## config.mk

```make
export PLATFORM = sky130hd
export DESIGN_NAME = dec_stage
export DESIGN_NICKNAME = d
export VERILOG_FILES = /design/src/rtl/dec_pkg.sv /design/src/rtl/dec_skid.sv /design/src/rtl/dec_pack.sv /design/src/rtl/dec_perf.sv /design/src/rtl/dec_stage.sv
export SDC_FILE = /design/constraint.sdc
export NUM_CORES = 1
export LEC_CHECK = 0
export CELL_PAD_IN_SITES_DETAIL_PLACEMENT = 0
export CELL_PAD_IN_SITES_GLOBAL_PLACEMENT = 1
export CORE_MARGIN = 5
export CORE_UTILIZATION = 38
export CTS_CLUSTER_DIAMETER = 80
export DETAILED_ROUTE_END_ITERATION = 16
export PLACE_DENSITY_LB_ADDON = 0.2
export SYNTH_ARGS = -nofsm -noshare
export SYNTH_HDL_FRONTEND = slang
export SYNTH_SLANG_ARGS = --single-unit
```

## constraint.sdc

```tcl
create_clock -name clk_i -period 4.4 [get_ports clk_i]
set_input_delay 0.44 -clock clk_i [delete_from_list [all_inputs] [get_ports clk_i]]
set_output_delay 0.44 -clock clk_i [all_outputs]
set_load 0.01 [all_outputs]
```

## src/rtl/dec_pkg.sv

```systemverilog
package dec_pkg;
  typedef enum logic [2:0] {
    ST_IDLE  = 3'd0,
    ST_RUN   = 3'd1,
    ST_BLK   = 3'd2,
    ST_DRAIN = 3'd3,
    ST_FLUSH = 3'd4
  } dec_state_e;

  localparam int NUM_PC = 6;
  localparam int PC_IDLE  = 0;
  localparam int PC_BLK   = 1;
  localparam int PC_DRAIN = 2;
  localparam int PC_FLUSH = 3;
  localparam int PC_DEC   = 4;
  localparam int PC_KILL  = 5;
endpackage

```

## src/rtl/dec_skid.sv

```systemverilog
module dec_skid #(
  parameter int GW    = 8,
  parameter int DEPTH = 4,
  localparam int AW   = (DEPTH > 1) ? $clog2(DEPTH) : 1,
  localparam int NW   = $clog2(DEPTH + 1)
) (
  input  logic          clk_i,
  input  logic          rst_ni,
  input  logic          push_i,
  input  logic          pop_i,
  input  logic          flush_i,
  input  logic [GW-1:0] data_i,
  output logic [GW-1:0] head_o,
  output logic [NW-1:0] cnt_o,
  output logic          full_o,
  output logic          empty_o
);
  localparam logic [AW-1:0] LAST = AW'(DEPTH - 1);

  logic [GW-1:0] mem_q [DEPTH];
  logic [AW-1:0] rd_q, wr_q;
  logic [NW-1:0] cnt_q;
  logic          do_push, do_pop;

  assign full_o  = (cnt_q == NW'(DEPTH));
  assign empty_o = (cnt_q == '0);
  assign do_pop  = pop_i && !empty_o;
  assign do_push = push_i && (!full_o || do_pop);
  assign head_o  = mem_q[rd_q];
  assign cnt_o   = cnt_q;

  always_ff @(posedge clk_i) begin
    if (do_push && !flush_i) mem_q[wr_q] <= data_i;
  end

  always_ff @(posedge clk_i or negedge rst_ni) begin
    if (!rst_ni) begin
      rd_q  <= '0;
      wr_q  <= '0;
      cnt_q <= '0;
    end else if (flush_i) begin
      rd_q  <= '0;
      wr_q  <= '0;
      cnt_q <= '0;
    end else begin
      if (do_push) wr_q <= (wr_q == LAST) ? '0 : wr_q + AW'(1);
      if (do_pop)  rd_q <= (rd_q == LAST) ? '0 : rd_q + AW'(1);
      case ({do_push, do_pop})
        2'b10:   cnt_q <= cnt_q + NW'(1);
        2'b01:   cnt_q <= cnt_q - NW'(1);
        default: cnt_q <= cnt_q;
      endcase
    end
  end
endmodule

```

## src/rtl/dec_pack.sv

```systemverilog
module dec_pack #(
  parameter int W  = 4,
  parameter int TW = 8,
  localparam int CW = $clog2(W + 1)
) (
  input  logic [CW-1:0]   cnt_i,
  input  logic [W-1:0]    kill_i,
  input  logic [W-1:0]    nosrc_i,
  input  logic [W*TW-1:0] tag_i,
  output logic [CW-1:0]   cnt_o,
  output logic [CW-1:0]   nkill_o,
  output logic [W-1:0]    rdy_o,
  output logic [W*TW-1:0] tag_o
);
  always_comb begin
    int j;
    int k;
    j     = 0;
    k     = 0;
    rdy_o = '0;
    tag_o = '0;
    for (int i = 0; i < W; i++) begin
      if (i < int'(cnt_i)) begin
        if (kill_i[i]) begin
          k = k + 1;
        end else begin
          tag_o[j*TW +: TW] = tag_i[i*TW +: TW];
          rdy_o[j]          = nosrc_i[i];
          j = j + 1;
        end
      end
    end
    cnt_o   = CW'(j);
    nkill_o = CW'(k);
  end
endmodule

```

## src/rtl/dec_perf.sv

```systemverilog
module dec_perf #(
  parameter int N   = 6,
  parameter int AMW = 3,
  parameter int PCW = 16
) (
  input  logic           clk_i,
  input  logic           rst_ni,
  input  logic [AMW-1:0] amt_i [N],
  output logic [PCW-1:0] cnt_o [N]
);
  for (genvar g = 0; g < N; g++) begin : g_ctr
    logic [PCW-1:0] q;
    always_ff @(posedge clk_i or negedge rst_ni) begin
      if (!rst_ni) q <= '0;
      else         q <= q + PCW'(amt_i[g]);
    end
    assign cnt_o[g] = q;
  end
endmodule

```

## src/rtl/dec_stage.sv

```systemverilog
module dec_stage
  import dec_pkg::*;
#(
  parameter int W     = 4,
  parameter int TW    = 8,
  parameter int DEPTH = 4,
  parameter int PCW   = 16,
  localparam int CW   = $clog2(W + 1),
  localparam int GW   = CW + 2*W + W*TW,
  localparam int NW   = $clog2(DEPTH + 1)
) (
  input  logic            clk_i,
  input  logic            rst_ni,
  input  logic [CW-1:0]   fe_cnt_i,
  input  logic [W-1:0]    fe_kill_i,
  input  logic [W-1:0]    fe_nosrc_i,
  input  logic [W*TW-1:0] fe_tag_i,
  input  logic            stall_ren_i,
  input  logic            stall_exe_i,
  input  logic            stall_cmt_i,
  input  logic            cmt_flush_i,
  input  logic            rob_flush_i,
  output logic            fe_stall_o,
  output logic [2:0]      state_o,
  output logic [CW-1:0]   rn_cnt_o,
  output logic [W*TW-1:0] rn_tag_o,
  output logic [W-1:0]    rn_rdy_o,
  output logic [PCW-1:0]  pc_idle_o,
  output logic [PCW-1:0]  pc_blk_o,
  output logic [PCW-1:0]  pc_drain_o,
  output logic [PCW-1:0]  pc_flush_o,
  output logic [PCW-1:0]  pc_dec_o,
  output logic [PCW-1:0]  pc_kill_o
);
  dec_state_e state_q, state_d;

  logic          fe_vld, any_stall;
  logic          skid_push, skid_pop, skid_flush, skid_full, skid_empty;
  logic [NW-1:0] skid_cnt;
  logic [GW-1:0] fe_grp, skid_head, src_grp;
  logic          use_skid, proc;
  logic          inc_idle, inc_blk, inc_drain, inc_flush;

  logic [CW-1:0]   pk_cnt, pk_nkill;
  logic [W-1:0]    pk_rdy;
  logic [W*TW-1:0] pk_tag;

  assign fe_vld    = (fe_cnt_i != '0);
  assign any_stall = stall_ren_i | stall_exe_i | stall_cmt_i;
  assign fe_grp    = {fe_cnt_i, fe_kill_i, fe_nosrc_i, fe_tag_i};
  assign src_grp   = use_skid ? skid_head : fe_grp;

  always_comb begin
    state_d    = state_q;
    skid_push  = 1'b0;
    skid_pop   = 1'b0;
    skid_flush = 1'b0;
    use_skid   = 1'b0;
    proc       = 1'b0;
    inc_idle   = 1'b0;
    inc_blk    = 1'b0;
    inc_drain  = 1'b0;
    inc_flush  = 1'b0;
    unique case (state_q)
      ST_IDLE, ST_RUN, ST_DRAIN: begin
        if (cmt_flush_i) begin
          skid_flush = 1'b1;
          state_d    = ST_FLUSH;
        end else if (any_stall) begin
          skid_push = fe_vld;
          state_d   = ST_BLK;
        end else if (state_q == ST_DRAIN) begin
          proc      = 1'b1;
          use_skid  = 1'b1;
          skid_pop  = 1'b1;
          skid_push = fe_vld;
          inc_drain = 1'b1;
          if (skid_cnt == NW'(1) && !fe_vld) state_d = ST_RUN;
        end else if (fe_vld) begin
          proc    = 1'b1;
          state_d = ST_RUN;
        end else begin
          inc_idle = 1'b1;
          state_d  = ST_IDLE;
        end
      end
      ST_BLK: begin
        inc_blk = 1'b1;
        if (cmt_flush_i || rob_flush_i) begin
          skid_flush = 1'b1;
          state_d    = ST_FLUSH;
        end else begin
          skid_push = fe_vld;
          if (!any_stall) state_d = (skid_empty && !fe_vld) ? ST_RUN : ST_DRAIN;
        end
      end
      ST_FLUSH: begin
        if (!cmt_flush_i && !rob_flush_i) begin
          state_d = ST_RUN;
        end else if (cmt_flush_i) begin
          inc_flush  = 1'b1;
          skid_flush = 1'b1;
        end
      end
      default: state_d = ST_IDLE;
    endcase
  end

  dec_skid #(.GW(GW), .DEPTH(DEPTH)) u_skid (
    .clk_i   (clk_i),
    .rst_ni  (rst_ni),
    .push_i  (skid_push),
    .pop_i   (skid_pop),
    .flush_i (skid_flush),
    .data_i  (fe_grp),
    .head_o  (skid_head),
    .cnt_o   (skid_cnt),
    .full_o  (skid_full),
    .empty_o (skid_empty)
  );

  dec_pack #(.W(W), .TW(TW)) u_pack (
    .cnt_i   (src_grp[GW-1 -: CW]),
    .kill_i  (src_grp[2*W+W*TW-1 -: W]),
    .nosrc_i (src_grp[W+W*TW-1 -: W]),
    .tag_i   (src_grp[W*TW-1:0]),
    .cnt_o   (pk_cnt),
    .nkill_o (pk_nkill),
    .rdy_o   (pk_rdy),
    .tag_o   (pk_tag)
  );

  logic [CW-1:0]  pc_amt [NUM_PC];
  logic [PCW-1:0] pc_val [NUM_PC];

  assign pc_amt[PC_IDLE]  = CW'(inc_idle);
  assign pc_amt[PC_BLK]   = CW'(inc_blk);
  assign pc_amt[PC_DRAIN] = CW'(inc_drain);
  assign pc_amt[PC_FLUSH] = CW'(inc_flush);
  assign pc_amt[PC_DEC]   = proc ? pk_cnt : '0;
  assign pc_amt[PC_KILL]  = proc ? pk_nkill : '0;

  dec_perf #(.N(NUM_PC), .AMW(CW), .PCW(PCW)) u_perf (
    .clk_i  (clk_i),
    .rst_ni (rst_ni),
    .amt_i  (pc_amt),
    .cnt_o  (pc_val)
  );

  assign pc_idle_o  = pc_val[PC_IDLE];
  assign pc_blk_o   = pc_val[PC_BLK];
  assign pc_drain_o = pc_val[PC_DRAIN];
  assign pc_flush_o = pc_val[PC_FLUSH];
  assign pc_dec_o   = pc_val[PC_DEC];
  assign pc_kill_o  = pc_val[PC_KILL];

  always_ff @(posedge clk_i or negedge rst_ni) begin
    if (!rst_ni) begin
      state_q    <= ST_IDLE;
      fe_stall_o <= 1'b0;
      rn_cnt_o   <= '0;
      rn_tag_o   <= '0;
      rn_rdy_o   <= '0;
    end else begin
      state_q    <= state_d;
      fe_stall_o <= (state_d == ST_BLK) || (state_d == ST_DRAIN);
      rn_cnt_o   <= proc ? pk_cnt : '0;
      rn_tag_o   <= proc ? pk_tag : '0;
      rn_rdy_o   <= proc ? pk_rdy : '0;
    end
  end

  assign state_o = state_q;
endmodule

```

==> summary.md <==
| Metric | Value |
|---|---|
| Outcome | complete, but fails checks |
| Failing checks | hold timing |
| Post-route DRC | 0 |
| GR Util met2 | about 28% |
| Most frequent cells in the layout | 187 x clkdlybuf4s50_1, 172 x edfxtp_1, 144 x dfrtp_1 |
| WP buf/inv | 2 |
| Syn Nets | about 1,100 |
| Max Cap Viol | 0 |
| Critical path, cell by cell | mux4_2, or4_4, o32a_4, xnor2_4, ha_4, nand2b_4, o21ai_4, inv_2, ha_2, ha_1, or3b_2, nor3_1, mux2i_1, buf_4, o21ai_0, a21oi_2 |
| Hold Buf Count CTS | 0 |
| Nets | around 1,400 |
| Setup ws final | 124.2 ps |
| Final number of setup-violating endpoints | 0 |
| Largest buffer count on any clock path | 3 |
| Pin count of the biggest net entering global routing | 83 |
| CTS tree | built |
| Slew HR | between 40% and 50% |
| GRT busiest layer | met2 |
| GR met1 Demand/Resource | about 25% |
| Hold_ws | -18.55 ps |
| CTS H-tree lvls | 2 |
| Site row count | 70 |
| Die Span Y | between 200 and 250 um |
| YS warnings | 0 |
| HPWL after DPL | around 25,000 um |
| Initial Utilization | a little under two fifths |
| # diodes | 0 |
| Reg clk slew, reported paths | around 60 ps |
| CP max stage delay | between 500 and 600 ps |
| Crit path arrival time | between 4000 and 5000 ps |
| Yosys reg bits | 318 |
| Chip width | slightly above 200 um |
| Top delay family on crit path | simple AND/OR/NAND/NOR gates |
| Post-synth EDFFs | approximately 170 |
| Global Route Usage Sum | between 10% and 20% |
| Distinct cells, synth | 64 |
| Met3 Usage GRT | approximately 2.9% |
| Area Overhead vs Synth | 34.92% |
| Final worst path period need | 4276 ps |
| Tcrit/Tclk final | 97.18% |
| Sink Count | 318 |
| Max-slew violations | 0 |
| Core Footprint | approximately 36,000 um2 |
| # placed instances | 1,745 |
| CP Launch Type | register |
| WL/cell | between 15 and 20 um |
| Most common cell after layout, fill and taps aside | clkdlybuf4s50_1 |
| Synth async-reset ratio | 45.91% |
| IO Pins | between 150 and 200 |
| FMAX | 0.2339 GHz |
| Vias per inst | 5.096 |
| First-pass iteration count of the detailed router | 4 |
| Mapped Cells | just over 1,000 |
| Worst vdd ir | 0.3154 mV |
| Avg Cell Area, Syn | about 14 um2 |
| PD cells | around 400 nW/um2 |
| Share of cells above drive strength 1 | around 21% |
| Clock root buffer | clkbuf_16 |
| Die area | 40,600 um2 |
| Grt total ovfl | 0 |
| Worst EP required | around 4800 ps |
| I/O Buffers | 188 |
| Util after Layout | about 52% |
| CP Max Fanout | 13 |
| Placer Congestion | 0.8407 |
| Cts bufs inserted | 36 |
| Initial DRC Count | about 500 |
| Static leakage power | approximately 7.3 nW |
| Crit. End Element | register |
| Via count | roughly 9,300 |
| Area of the mapped netlist | around 14,000 um2 |
| Slowest CP cell | or4_4 |
| Wire length of the first global-routing pass | roughly 56,000 um |
| Hold Path Class | input port to async pin |
| Number of global-route vias before repair | 9,574 |
| Initial antenna violation count | 1 |
| Sequential-to-total area share from yosys stat | a little over three fifths |
| Final hold vios | 24 |
| Post-Layout Cell Count | approximately 1,800 |
| Pre-CTS setup slack | -549.8 ps |
| Crit path kind | register to register |
| Clock Latency Late Sink | between 500 and 600 ps |
| Worst Tran Pin Value | around 870 ps |
| RSZ-0062 raised after global routing | true |
| Wirelength, routed | 35,630 um |
| Post-synth top flop | edfxtp_1 |
| Setup Skew | ~21 ps |
| Final ANT Viol Nets | 0 |
| Total Power | ~7.5 mW |
==> worst reg2reg max path, delay by kind of cell, from the launching register on <==
family / cells / cell delay [ps]
AO/OA/AOI/OAI: 4 / 600
XOR/XNOR: 1 / 190
adder cells (fa/ha/maj): 3 / 690
buffers and inverters: 2 / 270
flip-flops: 1 / 400
multiplexers: 2 / 650
AND/OR/NAND/NOR: 4 / 1350
==> flip-flops by register name, summed over array words and instances (netlist names) <==
signal / cells
rn_tag_o: 32
u_perf.g_ctr.q: 96
u_skid.wr_q: 2
u_skid.cnt_o: 3
rn_rdy_o: 4
u_skid.mem_q: 172
fe_stall_o: 1
rn_cnt_o: 3
state_o: 3
u_skid.rd_q: 2
==> stage by stage <==
stage	TNS [ps]	cell area, um2
detailed placement	-17230	17170
global placement	-15510	17170
finish	0	18800
CTS	-17.62	18390
floorplan	-27.20	14010
global route	-115.8	18800
==> cells in the mapped netlist, drive strengths merged (3+ instances only) <==
| cell | instances | share of area (%) |
|---|---|---|
| and2 | 16 | 0.72 |
| o31ai | 3 | 0.16 |
| nand2 | 120 | 3.2 |
| clkbuf | 20 | 0.54 |
| mux2i | 14 | 1.0 |
| and3 | 12 | 0.54 |
| a22oi | 10 | 0.57 |
| o211ai | 3 | 0.16 |
| o41ai | 8 | 0.50 |
| nor3 | 12 | 0.47 |
| o21a | 11 | 0.59 |
| nand3 | 31 | 1.1 |
| inv | 32 | 0.86 |
| buf | 12 | 0.41 |
| edfxtp | 172 | 37 |
| mux4 | 43 | 6.9 |
| or2 | 3 | 0.13 |
| ha | 38 | 3.4 |
| dfrtp | 146 | 26 |
| xor2 | 25 | 1.6 |
| and4 | 6 | 0.38 |
| xnor2 | 66 | 4.3 |
| a21oi | 52 | 1.9 |
| a21o | 5 | 0.27 |
| nand4 | 22 | 0.99 |
| o22ai | 8 | 0.36 |
| o21ai | 19 | 0.68 |
| nand2b | 7 | 0.31 |
| nor2b | 8 | 0.36 |
| nor2 | 44 | 1.2 |
| a211oi | 11 | 0.59 |
| o21bai | 7 | 0.38 |
| nor4 | 3 | 0.13 |
==> power breakdown <==
| group | internal (mW) | switching [mW] |
|---|---|---|
| Combinational | 0.536 | 0.553 |
| Clock | 1.76 | 1.18 |
| Sequential | 3.33 | 0.127 |
==> worst paths after layout <==
check                                       from                     to  slack [ps]  cells after the start
hold reg to reg            u_perf.g_ctr[2].q[15]  u_perf.g_ctr[2].q[15]         470                      1
setup / recovery                  u_skid.rd_q[0]           rn_tag_o[12]         120                     16
hold / removal                            rst_ni  u_perf.g_ctr[0].q[10]         -20                      1
max in group asynchronous                 rst_ni   u_perf.g_ctr[4].q[4]        3440                      2
min in group clk_i         u_perf.g_ctr[2].q[15]  u_perf.g_ctr[2].q[15]         470                      1
setup reg to reg                  u_skid.rd_q[0]           rn_tag_o[12]         120                     16
==> cells by family (layout without fill, tap and decap cells) <==
group,after synthesis,in the layout,share of synthesized area (%)
simple gates,297,297,10.40
buf+inv,64,411,1.814
flops,318,318,63.28
xor+xnor,91,91,5.854
fa+ha+maj,40,40,3.699
compound gates,149,149,6.922
mux,58,58,8.036
==> layer usage <==
metal  part of all wire, %  vias up
li1                      -     4394
met1                    46     4662
met2                    48      222
met3                   4.6       55
met4                   1.9        2
met5                 0.020        -
==> cell type report <==
type / instances / area, um2
fill: 3170 / 17630
sequential: 318 / 8821
multi-input combinational: 635 / 5177
timing repair buffer: 314 / 2937
clock buffer: 52 / 992.2
tap: 468 / 585.6
clock inverter: 13 / 168.9
inverter: 32 / 120.1
==> timing repair <==
action / 4_1_cts / 5_1_grt
endpoints found under the setup margin: 20 / 40
resized for setup: 7 / 60
buffers inserted: 3 / 19
pin swaps: 1 / 22
cloned: 0 / 1
No activity file was read; power rests on OpenSTA's default activity.
